$ cat src/rtl/i2cm_pkg.sv
package i2cm_pkg;
   localparam int REG_AW = 2;
   localparam logic [REG_AW-1:0] A_CTRL = 2'd0;
   localparam logic [REG_AW-1:0] A_DATA = 2'd1;
   localparam logic [REG_AW-1:0] A_STAT = 2'd2;

   localparam int C_EN   = 7;
   localparam int C_IE   = 6;
   localparam int C_MST  = 5;
   localparam int C_TX   = 4;
   localparam int C_TXAK = 3;
   localparam int C_RS   = 2;

   localparam int S_DONE = 7;
   localparam int S_ARB  = 6;

   typedef enum logic [2:0] {
      E_IDLE, E_START, E_HOLD, E_BIT, E_STOP, E_RSTART
   } eng_state_e;
endpackage

$ cat src/rtl/i2cm_tick.sv
module i2cm_tick #(
   parameter int QTR_CYC = 125
) (
   input  logic clk,
   input  logic rst_n,
   input  logic en,
   output logic tick
);
   localparam int CW = $clog2(QTR_CYC + 1);
   logic [CW-1:0] cnt;

   always_ff @(posedge clk or negedge rst_n) begin
      if (!rst_n)                         cnt <= '0;
      else if (!en || tick)               cnt <= '0;
      else                                cnt <= cnt + 1'b1;
   end

   assign tick = en && (cnt == CW'(QTR_CYC - 1));
endmodule

$ cat src/rtl/i2cm_sync.sv
module i2cm_sync #(
   parameter int STAGES = 2
) (
   input  logic clk,
   input  logic rst_n,
   input  logic d,
   output logic q
);
   generate
      if (STAGES == 0) begin : g_bypass
         assign q = d;
      end else begin : g_chain
         logic [STAGES:0] ch;
         assign ch[0] = d;
         for (genvar i = 0; i < STAGES; i++) begin : g_ff
            always_ff @(posedge clk or negedge rst_n) begin
               if (!rst_n) ch[i+1] <= 1'b1;
               else        ch[i+1] <= ch[i];
            end
         end
         assign q = ch[STAGES];
      end
   endgenerate
endmodule

$ cat src/rtl/i2cm_engine.sv
module i2cm_engine
   import i2cm_pkg::*;
(
   input  logic       clk,
   input  logic       rst_n,
   input  logic       en,
   input  logic       tick,
   input  logic       mst,
   input  logic       tx,
   input  logic       txak,
   input  logic       go,
   input  logic       rs,
   input  logic       abort,
   input  logic [7:0] tx_byte,
   input  logic       scl_s,
   input  logic       sda_s,
   output logic       scl_lo,
   output logic       sda_lo,
   output logic       in_hold,
   output logic       go_take,
   output logic       rs_take,
   output logic       byte_done,
   output logic       arb_lost,
   output logic [7:0] rx_byte,
   output logic       ack_seen
);
   eng_state_e st;
   logic [1:0] q;
   logic [3:0] bcnt;
   logic [7:0] sh;
   logic       bit_val;

   always_comb begin
      if (bcnt < 4'd8) bit_val = tx ? sh[7] : 1'b1;
      else             bit_val = tx ? 1'b1  : txak;
   end

   always_ff @(posedge clk or negedge rst_n) begin
      if (!rst_n) begin
         st <= E_IDLE; q <= '0; bcnt <= '0; sh <= '0; ack_seen <= 1'b0;
         scl_lo <= 1'b0; sda_lo <= 1'b0;
         go_take <= 1'b0; rs_take <= 1'b0; byte_done <= 1'b0; arb_lost <= 1'b0;
      end else begin
         go_take <= 1'b0; rs_take <= 1'b0; byte_done <= 1'b0; arb_lost <= 1'b0;
         if (!en || abort) begin
            st <= E_IDLE; q <= '0; bcnt <= '0;
            scl_lo <= 1'b0; sda_lo <= 1'b0;
         end else if (tick) begin
            case (st)
               E_IDLE: if (mst && scl_s && sda_s) begin
                  sda_lo <= 1'b1;
                  st     <= E_START;
               end
               E_START: begin
                  scl_lo <= 1'b1;
                  st     <= E_HOLD;
               end
               E_HOLD: begin
                  q <= '0;
                  if (!mst) begin
                     sda_lo <= 1'b1; st <= E_STOP;
                  end else if (rs) begin
                     sda_lo <= 1'b0; st <= E_RSTART; rs_take <= 1'b1;
                  end else if (go) begin
                     sh <= tx_byte; bcnt <= '0; st <= E_BIT; go_take <= 1'b1;
                  end
               end
               E_BIT: begin
                  q <= q + 2'd1;
                  case (q)
                     2'd0: sda_lo <= ~bit_val;
                     2'd1: scl_lo <= 1'b0;
                     2'd2: begin
                        if (bcnt < 4'd8) sh <= {sh[6:0], sda_s};
                        else             ack_seen <= sda_s;
                        if (bcnt < 4'd8 && tx && !sda_lo && !sda_s) begin
                           arb_lost <= 1'b1; st <= E_IDLE; q <= '0;
                           scl_lo <= 1'b0; sda_lo <= 1'b0;
                        end
                     end
                     default: begin
                        scl_lo <= 1'b1;
                        if (bcnt == 4'd8) begin
                           st <= E_HOLD; byte_done <= 1'b1;
                        end else begin
                           bcnt <= bcnt + 4'd1;
                        end
                     end
                  endcase
               end
               E_STOP: begin
                  q <= q + 2'd1;
                  if (q == 2'd0) scl_lo <= 1'b0;
                  else begin sda_lo <= 1'b0; st <= E_IDLE; end
               end
               default: begin
                  q <= q + 2'd1;
                  if (q == 2'd0)      scl_lo <= 1'b0;
                  else if (q == 2'd1) sda_lo <= 1'b1;
                  else begin scl_lo <= 1'b1; st <= E_HOLD; end
               end
            endcase
         end
      end
   end

   assign in_hold = (st == E_HOLD);
   assign rx_byte = sh;

   a_r11_lines_free_when_off: assert property (@(posedge clk) disable iff (!rst_n)
      !en |=> (!scl_lo && !sda_lo));
   a_r5_sda_moves_only_scl_low: assert property (@(posedge clk) disable iff (!rst_n)
      (st == E_BIT && !$stable(sda_lo)) |-> $past(scl_lo));
   a_r5_bit_index_range: assert property (@(posedge clk) disable iff (!rst_n)
      bcnt <= 4'd8);
endmodule

$ cat src/rtl/i2c_regmaster.sv
module i2c_regmaster
   import i2cm_pkg::*;
#(
   parameter int QTR_CYC     = 125,
   parameter int SYNC_STAGES = 2
) (
   input  logic        clk,
   input  logic        rst_n,
   input  logic [1:0]  addr,
   input  logic        wr_en,
   input  logic [7:0]  wdata,
   output logic [7:0]  rdata,
   input  logic        scl_in,
   input  logic        sda_in,
   output logic        scl_oe,
   output logic        sda_oe,
   output logic        irq
);
   generate
      if (QTR_CYC <= SYNC_STAGES) begin : g_bad_timing
         $error("QTR_CYC must exceed SYNC_STAGES");
      end
      if (SYNC_STAGES > 4) begin : g_bad_sync
         $error("SYNC_STAGES above 4 is not supported");
      end
   endgenerate

   logic en_q, ie_q, mst_q, tx_q, txak_q;
   logic go_q, rs_q, abort_q, done_f, arb_f;
   logic [7:0] tx_byte;
   logic tick, scl_s, sda_s;
   logic in_hold, go_take, rs_take, byte_done, arb_lost, ack_seen;
   logic [7:0] rx_byte;
   logic wr_ctrl, wr_data, wr_stat, rs_ok;

   assign wr_ctrl = wr_en && (addr == A_CTRL);
   assign wr_data = wr_en && (addr == A_DATA);
   assign wr_stat = wr_en && (addr == A_STAT);
   assign rs_ok   = mst_q && in_hold && !go_q;

   i2cm_tick #(.QTR_CYC(QTR_CYC)) u_tick (
      .clk(clk), .rst_n(rst_n), .en(en_q), .tick(tick));
   i2cm_sync #(.STAGES(SYNC_STAGES)) u_scl_sync (
      .clk(clk), .rst_n(rst_n), .d(scl_in), .q(scl_s));
   i2cm_sync #(.STAGES(SYNC_STAGES)) u_sda_sync (
      .clk(clk), .rst_n(rst_n), .d(sda_in), .q(sda_s));

   i2cm_engine u_eng (
      .clk(clk), .rst_n(rst_n), .en(en_q), .tick(tick), .mst(mst_q),
      .tx(tx_q), .txak(txak_q), .go(go_q), .rs(rs_q), .abort(abort_q),
      .tx_byte(tx_byte), .scl_s(scl_s), .sda_s(sda_s),
      .scl_lo(scl_oe), .sda_lo(sda_oe), .in_hold(in_hold),
      .go_take(go_take), .rs_take(rs_take), .byte_done(byte_done),
      .arb_lost(arb_lost), .rx_byte(rx_byte), .ack_seen(ack_seen));

   always_ff @(posedge clk or negedge rst_n) begin
      if (!rst_n) begin
         en_q <= 1'b0; ie_q <= 1'b0; mst_q <= 1'b0; tx_q <= 1'b0; txak_q <= 1'b0;
         go_q <= 1'b0; rs_q <= 1'b0; abort_q <= 1'b0; done_f <= 1'b0; arb_f <= 1'b0;
         tx_byte <= '0;
      end else begin
         abort_q <= 1'b0;
         if (go_take) go_q <= 1'b0;
         if (rs_take) rs_q <= 1'b0;
         if (wr_ctrl) begin
            en_q   <= wdata[C_EN];
            ie_q   <= wdata[C_IE];
            tx_q   <= wdata[C_TX];
            txak_q <= wdata[C_TXAK];
            mst_q  <= wdata[C_EN] && wdata[C_MST];
            if (!wdata[C_EN]) begin
               go_q <= 1'b0; rs_q <= 1'b0;
            end else if (wdata[C_RS]) begin
               if (rs_ok) rs_q <= 1'b1;
               else begin
                  arb_f <= 1'b1; mst_q <= 1'b0; abort_q <= mst_q;
               end
            end
         end
         if (wr_data) begin
            tx_byte <= wdata;
            if (en_q && mst_q) go_q <= 1'b1;
         end
         if (wr_stat) begin
            if (wdata[S_DONE]) done_f <= 1'b0;
            if (wdata[S_ARB])  arb_f  <= 1'b0;
         end
         if (byte_done) done_f <= 1'b1;
         if (arb_lost) begin
            arb_f <= 1'b1; mst_q <= 1'b0;
         end
      end
   end

   always_comb begin
      case (addr)
         A_CTRL:  rdata = {en_q, ie_q, mst_q, tx_q, txak_q, 3'b000};
         A_DATA:  rdata = rx_byte;
         A_STAT:  rdata = {done_f, arb_f, 5'b00000, ack_seen};
         default: rdata = 8'h00;
      endcase
   end

   assign irq = ie_q && (done_f || arb_f);

   a_r10_done_raises_irq: assert property (@(posedge clk) disable iff (!rst_n)
      (byte_done && ie_q && !wr_en) |=> irq);
   a_r9_arb_drops_master: assert property (@(posedge clk) disable iff (!rst_n)
      arb_lost |=> !mst_q);
   a_r11_no_master_when_off: assert property (@(posedge clk) disable iff (!rst_n)
      !en_q |-> !mst_q);
endmodule

$ cat config.mk
export PLATFORM = sky130hd
export DESIGN_NAME = i2c_regmaster
export DESIGN_NICKNAME = d
export VERILOG_FILES = /design/src/rtl/i2cm_pkg.sv /design/src/rtl/i2cm_tick.sv /design/src/rtl/i2cm_sync.sv /design/src/rtl/i2cm_engine.sv /design/src/rtl/i2c_regmaster.sv
export SDC_FILE = /design/constraint.sdc
export NUM_CORES = 1
export LEC_CHECK = 0
export BUFFER_PORTS_ARGS = -buffer_cell sky130_fd_sc_hd__buf_2
export CAP_MARGIN = 10
export CORE_MARGIN = 2
export CORE_UTILIZATION = 53
export CTS_CLUSTER_DIAMETER = 60
export DETAILED_ROUTE_END_ITERATION = 8
export PLACE_DENSITY = 0.71
export SKIP_LAST_GASP = 1
export SLEW_MARGIN = 10
export SYNTH_ARGS = -nofsm -noshare
export SYNTH_HDL_FRONTEND = slang
export SYNTH_SLANG_ARGS = --single-unit
$ cat constraint.sdc
create_clock -name clk -period 1.8 [get_ports clk]
set_input_delay 0.09 -clock clk [delete_from_list [all_inputs] [get_ports clk]]
set_output_delay 0.09 -clock clk [all_outputs]
set_load 0.01 [all_outputs]
==> results.md, run 1 <==
* Status: completed
* Slew @ Worst Pin at 496 ps
* Post-route ant nets at 0
* FF+latch count, synth at 53
* Routed len/inst at 15.4 um
* Crit-path max cell delay at 420 ps
* Internal power at 1.74 mW
* Hold Path End: tx_byte[3]
* Core footprint at 5170 sq um
* Max VDD drop at 0.574 mV
* Pwr dens at 718 nW/um^2
* Syn_nets at 300
* Hold WC Path Type: in2reg
* Cell Rows at 26
* Final clock skew at 4.92 ps
* First-pass GRT wire length at 10200 um
* Synthesized instance count at 276
* ANT cells at 0
* P&R area growth vs syn at 15.9%
* Worst reg2reg path depth at 6
* Syn. warnings at 0
* Sequential share of the synthesized area at 46.5%
* Ys async rst share at 100%
* Sw Ratio at 27.2%
* Combinational share of power at 16.1%
* Placed Cells at 379
* Max-Cap Viols at 0
* Arrival time at the worst endpoint at 1930 ps
* Slew Viols, Final at 0
* Clock power frac at 27.2%
* Startpoint Class: flip-flop
* Top_reg_cell synth: dfrtp_1
* Crit Path Class: reg2reg
* Critical Path Sink Type: flip-flop
* DR DRC count at 0
* FF-to-FF Start: u_eng.st[2]
* Clock Root Buffer: clkbuf_8
* Clock net sink count at 53
* Syn Area/Cell at 10.4 sq um
* Die area at 6010 sq um
* CP cell instances: nand2b_4 > or2_1 > buf_4 > nor2_1 > nand3_1 > mux2_1
* WL final at 6070 um
* Relative slew slack at 66.9%
* H-tree levels at 2
* Ports at 26
* Final hold violations at 0
* Drt initial violations at 150
* Vias in the first global route at 2045
* Largest net degree at the start of global routing at 35
* Leak at 1.55 nW
* Clock buffer depth at 2
* Total number of vias at 2156
* Initial Utilization at 55.4%
* Worst-path clk slew at 90 ps
* Reg power frac at 56.7%
* Synth unique cells at 62
* Grt ovf at 0
* Maximum clock rate at 576 MHz
* Total power at 2.38 mW
* Final setup viols at 0
* Vias per cell at 5.47
* WHS Path Cells at 2
* Cts bufs inserted at 5
* Global placer's final weighted congestion at 0.872
* Die H at 77.5 um
* EDFF count, synth at 0
* Layout cells sized above 1 at 24.7%
* RR Endpoint: u_eng.ack_seen
* CTS tree: built
* Gr usage total at 21.5%
* Worst R2R Setup Slack at 70 ps
* DP HPWL at 4500 um
* WP data required at 1990 ps
* CP max-delay cell: dfrtp_1
* Peak fanout along the critical path at 9
* TritonRoute pass-1 iters at 4
* Initial antenna violation count at 0
* Final nets at 347
* PortBufs at 25
* Die width at 77.5 um
* Post-Syn Area at 2870 sq um
* Clk_lat worst skew at 310 ps
* Worst hold start: wdata[3]
* Hold slack at 21.8 ps
* Switching pwr at 648 uW
* Final Critical Period at 1730 ps
* Tcrit/Tclk final at 96.4%
* Non-filler instance count after layout at 394
## power by group through the flow
stage	registers [mW]	clock network [mW]	logic (mW)
finish	1.35	0.647	0.384
global route	1.36	0.731	0.428
CTS	1.35	0.677	0.385
global placement	1.37	0	0.372
floorplan	1.35	0	0.231
detailed placement	1.37	0	0.373
## Yosys cell counts, types with 5 or more instances
library cell,n,area (sq um)
nor2_1,29,109
inv_1,13,48.8
nand2_1,16,60.1
nand3_1,9,45.0
o21ai_1,5,25.0
nor3_1,5,25.0
mux2_2,7,78.8
ha_1,9,113
mux2i_1,16,160
mux2_1,6,67.6
dfrtp_1,49,1230
o21ai_0,9,45.0
a21oi_1,19,95.1
xor2_1,5,43.8
## placed cells by master, fill, tap and decap left out, types with 4 or more instances in the layout
cell,Yosys,layout
inv_1,13,13
nand2_1,16,16
dfstp_2,4,4
nand3_1,9,9
dlygate4sd3_1,0,5
nor2b_1,4,4
and2_1,4,4
a21oi_1,19,19
mux2i_1,16,16
mux2_2,7,7
xor2_1,5,5
nor3_1,5,5
buf_4,2,20
nor2_1,29,29
buf_2,4,25
ha_1,9,8
mux2_1,6,6
clkbuf_8,0,5
o21ai_0,9,9
and3_1,4,4
dfrtp_1,49,48
o21ai_1,5,5
## sequential cells by signal, summed over array words and instances, names as in the netlist, 2 cells and up
register / flops
tx_byte: 8
u_eng.bcnt: 4
u_eng.q: 2
u_eng.rx_byte: 8
u_eng.st: 3
u_tick.cnt: 7
## how the worst max path moves through the flow
| stage | start | end | slack (ps) | depth (start not counted) |
|---|---|---|---|---|
| after global routing | u_eng.q[0] | u_eng.st[2] | -3 | 7 |
| after global placement | u_eng.q[1] | u_eng.st[2] | 100 | 6 |
| final | u_eng.st[2] | u_eng.ack_seen | 70 | 6 |
| after detailed placement | u_eng.st[0] | arb_f | 70 | 5 |
| after floorplan | u_eng.q[0] | u_eng.st[2] | 20 | 8 |
| after CTS | u_eng.st[0] | u_eng.ack_seen | 50 | 6 |
## per-stage QoR
stage          setup TNS, ps  worst slack (ps)  area (sq um)  util [%]
2_1_floorplan              0              20.1          2870         -
3_3_place_gp               0              98.7          3160      61.1
3_5_place_dp               0              67.0          3160      61.1
4_1_cts                    0              50.3          3290      63.7
5_1_grt                -2.78             -2.78          3320      64.2
6_report                   0              65.0          3320      64.2
## per-layer routing
metal,share of wire (%),vias to the layer above,global-route usage (%)
met1,47,1026,30.5
met3,4.9,9,5.23
met2,47,54,32.4
li1,-,1067,-
met4,1.4,0,7.14
met5,0,-,0
## kinds of logic (layout without fill, tap and decap cells)
family / Yosys count / count (layout) / synth area share [%]
AND/OR/NAND/NOR: 99 / 99 / 19.4
AO/OA/AOI/OAI: 53 / 53 / 12.5
flip-flops: 53 / 53 / 46.5
multiplexers: 30 / 30 / 11.2
buffers and inverters: 26 / 74 / 4.67
adder cells (fa/ha/maj): 9 / 9 / 3.93
XOR/XNOR: 6 / 6 / 1.83
## critical path, delay by kind of cell, from the launching register on
| family | cells | cell delay (ps) |
|---|---|---|
| multiplexers | 1 | 320 |
| AND/OR/NAND/NOR | 4 | 690 |
| flip-flops | 1 | 420 |
| buffers and inverters | 1 | 180 |
## repair_timing
item | 4_1_cts | 5_1_grt
setup buffers | 0 | 2
hold buffers | 5 | 0
resized for setup | 0 | 4
endpoints found under the hold margin | 23 | 0
setup endpoints to repair | 0 | 10
## layout make-up
cell class	count	area (sq um)
timing repair buffer	52	357
sequential	53	1330
fill	421	1850
inverter	14	52.6
tap	70	87.6
clock buffer	7	76.3
multi-input combinational	197	1410
clock inverter	1	7.51
Note: power is estimated with default switching activity, not from simulation.
==> run 2, diff against run 1 <==
==> constraint.sdc (replaced) <==
create_clock -name clk -period 1.8 [get_ports clk]
set_input_delay 0.45 -clock clk [delete_from_list [all_inputs] [get_ports clk]]
set_output_delay 0.45 -clock clk [all_outputs]
set_load 0.01 [all_outputs]
==> run 2 against run 1 <==
  * Clock-buffer cell count fell by 1
  * Fmax rose by 0.25%
  * Combinational power barely moved
  * Final cell count rose by 2.0%
  * Worst hold slack improved by 51 ps
  * Power rose by 3.8%
  * Critical path depth fell by 2
  * Critical endpoint is now rdata[5]
==> results.md, run 2 (same netlist as run 1, synthesis figures left out) <==
* Sw Ratio at 28.1% (was 27.2%)
* Drt initial violations at 181 (was 150)
* Crit-path max cell delay at 460 ps (was 420 ps)
* CTS Hold Bufs at 0 (was 5)
* Placed Cells at 389 (was 379)
* ANT cells at 0 (unchanged)
* Die H at 77.5 um (unchanged)
* Pre-CTS WS at 8.33 ps (was 67.0 ps)
* PortBufs at 25 (unchanged)
* TritonRoute pass-1 iters at 4 (unchanged)
* Grt ovf at 0 (unchanged)
* Leak at 1.60 nW (was 1.55 nW)
* Crit Path Class: reg2out (was reg2reg)
* Area of the multi-input gates at 1430 sq um (was 1410 sq um)
* DP HPWL at 4770 um (was 4500 um)
* Gr usage total at 22.1% (was 21.5%)
* Relative slew slack at 68.2% (was 66.9%)
* CTS tree: built (unchanged)
* Clock power frac at 29.8% (was 27.2%)
* Routed len/inst at 16.1 um (was 15.4 um)
* Final nets at 355 (was 347)
* RR Endpoint: u_eng.st[2] (was u_eng.ack_seen)
* Initial Utilization at 55.4% (unchanged)
* Final clock skew at 8.14 ps (was 4.92 ps)
* Final setup viols at 0 (unchanged)
* Layout cells sized above 1 at 28.9% (was 24.7%)
* Clock buffer depth at 2 (unchanged)
* CP cell instances: buf_4 > mux2i_1 > nor2_1 > buf_2 (was nand2b_4 > or2_1 > buf_4 > nor2_1 > nand3_1 > mux2_1)
* Hold slack at 72.7 ps (was 21.8 ps)
* Internal power at 1.78 mW (was 1.74 mW)
* Maximum clock rate at 578 MHz (was 576 MHz)
* WP data required at 1350 ps (was 1990 ps)
* Tcrit/Tclk final at 96.1% (was 96.4%)
* Final Critical Period at 1730 ps (about the same)
* Fillers at 417 (was 421)
* First-pass GRT wire length at 10400 um (was 10200 um)
* Ports at 26 (unchanged)
* H-tree levels at 2 (unchanged)
* Max VDD drop at 0.575 mV (was 0.574 mV)
* Setup ws final at 69.3 ps (was 65.0 ps)
* CP max-delay cell: dfrtp_1 (unchanged)
* Die width at 77.5 um (unchanged)
* Hold WC Path Type: in2async (was in2reg)
* Register area at 1330 sq um (unchanged)
* P&R area growth vs syn at 18.3% (was 15.9%)
* Clk_lat worst skew at 320 ps (was 310 ps)
* Vias per cell at 5.55 (was 5.47)
* Worst-path clk slew at 100 ps (was 90 ps)
* Slew @ Worst Pin at 477 ps (was 496 ps)
* Total number of vias at 2231 (was 2156)
* Max-Cap Viols at 0 (unchanged)
* Worst R2R Setup Slack at 80 ps (was 70 ps)
* FF-to-FF Start: u_eng.q[0] (was u_eng.st[2])
* WL final at 6480 um (was 6070 um)
* Post-route ant nets at 0 (unchanged)
* Switching pwr at 695 uW (was 648 uW)
* Most frequent cells in the layout: dfrtp_1 (48), buf_4 (33), nor2_1 (29) (was dfrtp_1 (48), nor2_1 (29), buf_2 (25))
* Global placer's final weighted congestion at 0.896 (was 0.872)
* Pwr dens at 730 nW/um^2 (was 718 nW/um^2)
* Combinational share of power at 15.6% (was 16.1%)
* Cts bufs inserted at 5 (unchanged)
* Die area at 6010 sq um (unchanged)
* Reg power frac at 54.6% (was 56.7%)
* Status: completed (unchanged)
* Peak fanout along the critical path at 5 (was 9)
* Final hold violations at 0 (unchanged)
* Clock Root Buffer: clkbuf_8 (unchanged)
* Worst setup path startpoint: mst_q (was u_eng.st[2])
* Cell Rows at 26 (unchanged)
* Critical Path Sink Type: output port (was flip-flop)
* Startpoint Class: flip-flop (unchanged)
* Total power at 2.48 mW (was 2.38 mW)
* DR DRC count at 0 (unchanged)
* Vias in the first global route at 2116 (was 2045)
* Worst reg2reg path depth at 7 (was 6)
* Largest net degree at the start of global routing at 22 (was 35)
* Commonest non-fill, non-tap cell in the layout: dfrtp_1 (unchanged)
* Non-filler instance count after layout at 402 (was 394)
* Arrival time at the worst endpoint at 1280 ps (was 1930 ps)
* Core footprint at 5170 sq um (unchanged)
* Clock net sink count at 53 (unchanged)
* Initial antenna violation count at 0 (unchanged)
* Slew Viols, Final at 0 (unchanged)
[run 2: cell count changes in the layout (fill, tap and decap cells not counted)]
cell and change:
clkbuf_1 -2, o22ai_1 -1, o2111a_1 +1, inv_1 -1, dlygate4sd3_1 -5, clkinv_4 +1, inv_2 +1, buf_6 -1
buf_4 +13, o22ai_2 +1, clkbuf_8 +1, clkinvlp_4 -1, inv_6 +1
[run 2: worst max-delay path by stage]
stage / endpoint / depth (start not counted)
6_report: rdata[5] / 4
5_1_grt: u_eng.st[2] / 7
4_1_cts: u_eng.st[2] / 5
3_3_place_gp: tx_byte[3] / 4
2_1_floorplan: u_eng.st[2] / 8
3_5_place_dp: tx_byte[3] / 4
[run 2: timing repair]
action,CTS,global route
setup buffers,0,4
endpoints found under the setup margin,0,13
endpoints found under the hold margin,0,0
gates resized for setup,0,5
[run 2: per-stage QoR]
stage               TNS, ps  util [%]  instance area (sq um)
CTS                       0      64.5                   3330
global placement          0      62.5                   3230
detailed placement        0      62.5                   3230
floorplan                 0         -                   2870
finish                    0      65.6                   3390
global route          -11.8      65.6                   3390
[run 2: area by class of cell]
class,instances,area share [%]
clock buffer,6,2.44
tap,70,2.58
timing repair buffer,59,11.6
clock inverter,2,0.517
sequential,53,39.3
multi-input combinational,198,42.0
inverter,14,1.55
[run 2: critical path: cells and delay by family, from the launching register on]
kind          cells  cell delay (ps)
flops             1              460
simple gates      1               50
buf+inv           2              320
mux               1              130
[run 2: power by group through the flow]
| stage | clock [mW] | sequential [mW] | combinational [mW] |
|---|---|---|---|
| CTS | 0.759 | 1.35 | 0.388 |
| floorplan | 0 | 1.35 | 0.231 |
| global route | 0.803 | 1.36 | 0.430 |
| global placement | 0 | 1.37 | 0.380 |
| detailed placement | 0 | 1.37 | 0.386 |
| finish | 0.737 | 1.35 | 0.387 |
[run 2: per-layer routing]
layer / GRT usage (%) / part of all wire [%] / wire length (um) / vias to the layer above
met5: 0 / 0 / 0 / -
met4: 9.29 / 1.8 / 119 / 0
met3: 3.60 / 3.3 / 214 / 9
met2: 33.0 / 46 / 2960 / 45
met1: 32.1 / 49 / 3180 / 1087
li1: - / - / - / 1090
==> run 3, diff against run 2 <==
Settings changed: ABC_AREA set to 1, CORE_UTILIZATION 53 to 35, PLACE_DENSITY 0.71 to 0.49.
==> run 3 against run 2 <==
  * Die area rose by 60%
  * Register-to-register slack better by 90 ps
  * Fmax rose by 2.0%
  * Clock power fell by 3.7%
  * Critical path depth unchanged
  * Sequential power is 15% higher
  * Area after synthesis rose by 8.1%
  * Combinational power increased to 4.3 times the previous value
  * Core utilization is 24 points lower
  * Critical path type is now in2out
  * Highest routed layer unchanged
==> results.md, run 3 <==
* Status: completed (unchanged)
* Total number of vias at 2583 (was 2231)
* Die H at 98.1 um (was 77.5 um)
* CP cell instances: buf_2 > or2_1 > o22ai_1 > buf_2 (was buf_4 > mux2i_1 > nor2_1 > buf_2)
* DP HPWL at 5630 um (was 4770 um)
* Synthesized instance count at 387 (was 276)
* Final setup viols at 0 (unchanged)
* TritonRoute pass-1 iters at 4 (unchanged)
* Maximum clock rate at 589 MHz (was 578 MHz)
* Synth Area in Compound Gates at 11.5% (was 12.5%)
* Post-layout util at 41.1% (was 65.6%)
* Cell Rows at 34 (was 26)
* FF-to-FF Start: u_tick.cnt[1] (was u_eng.q[0])
* Largest net degree at the start of global routing at 54 (was 22)
* Top post-synthesis cells by area: dfrtp_1 (40%), nand2_1 (9.6%), inv_1 (5.9%) (was dfrtp_1 (43%), mux2i_1 (5.6%), ha_1 (3.9%))
* PortBufs at 25 (unchanged)
* Crit-path max cell delay at 330 ps (was 460 ps)
* Clock buffer depth at 2 (unchanged)
* Max VDD drop at 0.449 mV (was 0.575 mV)
* Slew Viols, Final at 0 (unchanged)
* Grt ovf at 0 (unchanged)
* CP max-delay cell: or2_1 (was dfrtp_1)
* Setup_tns at 0 ps (unchanged)
* DR DRC count at 0 (unchanged)
* Synth Area in Simple Gates at 29.9% (was 19.4%)
* Die area at 9620 sq um (was 6010 sq um)
* Cts bufs inserted at 5 (unchanged)
* Sequential share of the synthesized area at 43.0% (was 46.5%)
* Clock net sink count at 53 (unchanged)
* WP data required at 1350 ps (about the same)
* Synth unique cells at 44 (was 62)
* Drt initial violations at 115 (was 181)
* Tcrit/Tclk final at 94.3% (was 96.1%)
* Total power at 3.91 mW (was 2.48 mW)
* Crit path capture: rdata[5] (unchanged)
* Routed len/inst at 14.1 um (was 16.1 um)
* Clock Root Buffer: clkbuf_8 (unchanged)
* Synth top cells by count: nand2_1 (79), dfrtp_1 (49), inv_1 (49) (was dfrtp_1 (49), nor2_1 (29), a21oi_1 (19))
* Post-Synth Adder-Cell Area at 3.64% (was 3.93%)
* RSZ-0062 raised after global routing: true
* Layout cells sized above 1 at 24.1% (was 28.9%)
* Slew @ Worst Pin at 361 ps (was 477 ps)
* Peak fanout along the critical path at 6 (was 5)
* Die width at 98.1 um (was 77.5 um)
* Startpoint Class: input port (was flip-flop)
* H-tree levels at 2 (unchanged)
* Largest family of logic cells by synthesized area: simple AND/OR/NAND/NOR gates (unchanged)
* P&R area growth vs syn at 14.7% (was 18.3%)
* Arrival time at the worst endpoint at 1250 ps (was 1280 ps)
* Top_reg_cell synth: dfrtp_1 (unchanged)
* Worst reg2reg path depth at 11 (was 7)
* Worst setup path startpoint: addr[1] (was mst_q)
* Hold slack at 109 ps (was 72.7 ps)
* Syn_nets at 411 (was 300)
* FF+latch count, synth at 53 (unchanged)
* EDFF count, synth at 0 (unchanged)
* First-pass GRT wire length at 12800 um (was 10400 um)
* Core footprint at 8640 sq um (was 5170 sq um)
* Relative slew slack at 75.9% (was 68.2%)
* Post-route ant nets at 0 (unchanged)
* Final nets at 451 (was 355)
* Clk_lat worst skew at 310 ps (was 320 ps)
* Pwr dens at 1100 nW/um^2 (was 730 nW/um^2)
* Most frequent cells in the layout: nand2_1 (78), inv_1 (49), dfrtp_1 (48) (was dfrtp_1 (48), buf_4 (33), nor2_1 (29))
* Hold WC Path Type: in2async (unchanged)
* WL final at 7580 um (was 6480 um)
* Crit-path most repeated cell: buf_2
* RR Endpoint: u_eng.sda_lo (was u_eng.st[2])
* Final Critical Period at 1700 ps (was 1730 ps)
* Xor and xnor area share after synthesis at 1.13% (was 1.83%)
* Global placer's final weighted congestion at 0.869 (was 0.896)
* Syn Area/Cell at 8.00 sq um (was 10.4 sq um)
* CTS tree: built (unchanged)
* Ys async rst share at 100% (unchanged)
* Initial antenna violation count at 0 (unchanged)
* Final clock skew at 12.2 ps (was 8.14 ps)
* Crit Path Class: in2out (was reg2out)
* Vias in the first global route at 2491 (was 2116)
* Worst-path clk slew at 100 ps (about the same)
* Post-Syn Area at 3100 sq um (was 2870 sq um)
* Multiplexer share of the synthesized area at 1.82% (was 11.2%)
* Gr usage total at 16.5% (was 22.1%)
* Most common cell in the netlist: nand2_1 (was dfrtp_1)
* Max-Cap Viols at 0 (unchanged)
* Worst R2R Setup Slack at 170 ps (was 80 ps)
* Leak at 1.74 nW (was 1.60 nW)
* Ports at 26 (unchanged)
* Yosys top cell area share at 39.6% (was 42.8%)
* ANT cells at 0 (unchanged)
* CTS Hold Bufs at 0 (unchanged)
* Critical Path Sink Type: output port (unchanged)
* Initial Utilization at 35.9% (was 55.4%)
* Final hold violations at 0 (unchanged)
* Vias per cell at 4.82 (was 5.55)
* Syn. warnings at 0 (unchanged)
* Area leader, netlist: dfrtp_1 (unchanged)
* Commonest non-fill, non-tap cell in the layout: nand2_1 (was dfrtp_1)
[run 3: timing repair]
action,in CTS,in global routing
endpoints found under the hold margin,0,0
buffers inserted,0,1
resized for setup,0,7
endpoints found under the setup margin,0,17
[run 3: worst min-delay path by stage]
stage,slack [ps],to,cells after the start
5_1_grt,130,u_eng.rx_byte[3],2
6_report,110,tx_byte[3],2
4_1_cts,130,u_eng.rx_byte[3],2
2_1_floorplan,150,abort_q,0
3_5_place_dp,350,u_sda_sync.q,0
3_3_place_gp,350,u_sda_sync.q,0
[run 3: through the flow]
stage / worst slack, ps / instance area (sq um) / std cells
final: 103 / 3550 / 536
after global placement: 81.1 / 3430 / 527
after global routing: -40.3 / 3550 / 536
after detailed placement: 102 / 3430 / 527
after CTS: 82.1 / 3520 / 535
after floorplan: 155 / 3100 / 387
[run 3: worst max-delay path: cells and delay by family]
kind | cells | cell delay (ps)
AND/OR/NAND/NOR | 1 | 330
AO/OA/AOI/OAI | 1 | 190
buffers and inverters | 2 | 270
[run 3: cells by family after synthesis]
kind of cell / count (synthesis)
adder cells (fa/ha/maj): 9
AND/OR/NAND/NOR: 194
AO/OA/AOI/OAI: 56
flip-flops: 53
buffers and inverters: 66
multiplexers: 5
XOR/XNOR: 4
[run 3: where the power goes]
group | leakage, nW | switching (mW) | internal, mW
clock network | 0.0456 | 0.431 | 0.279
logic | 1.01 | 1.05 | 0.604
registers | 0.685 | 0.181 | 1.37
[run 3: layout make-up]
cell class	instances	area (sq um)
Fill cell	897	5080
Multi-Input combinational cell	268	1510
Sequential cell	53	1330
Timing Repair Buffer	41	270
Inverter	58	221
Tap cell	108	135
Clock buffer	6	72.6
Clock inverter	2	13.8
[run 3: layer usage]
metal	part of all wire [%]	track usage, %	vias up
met2	45	24.7	50
li1	-	-	1328
met1	50	24.1	1194
met3	3.2	2.72	11
met5	0	0	-
met4	1.9	5.56	0
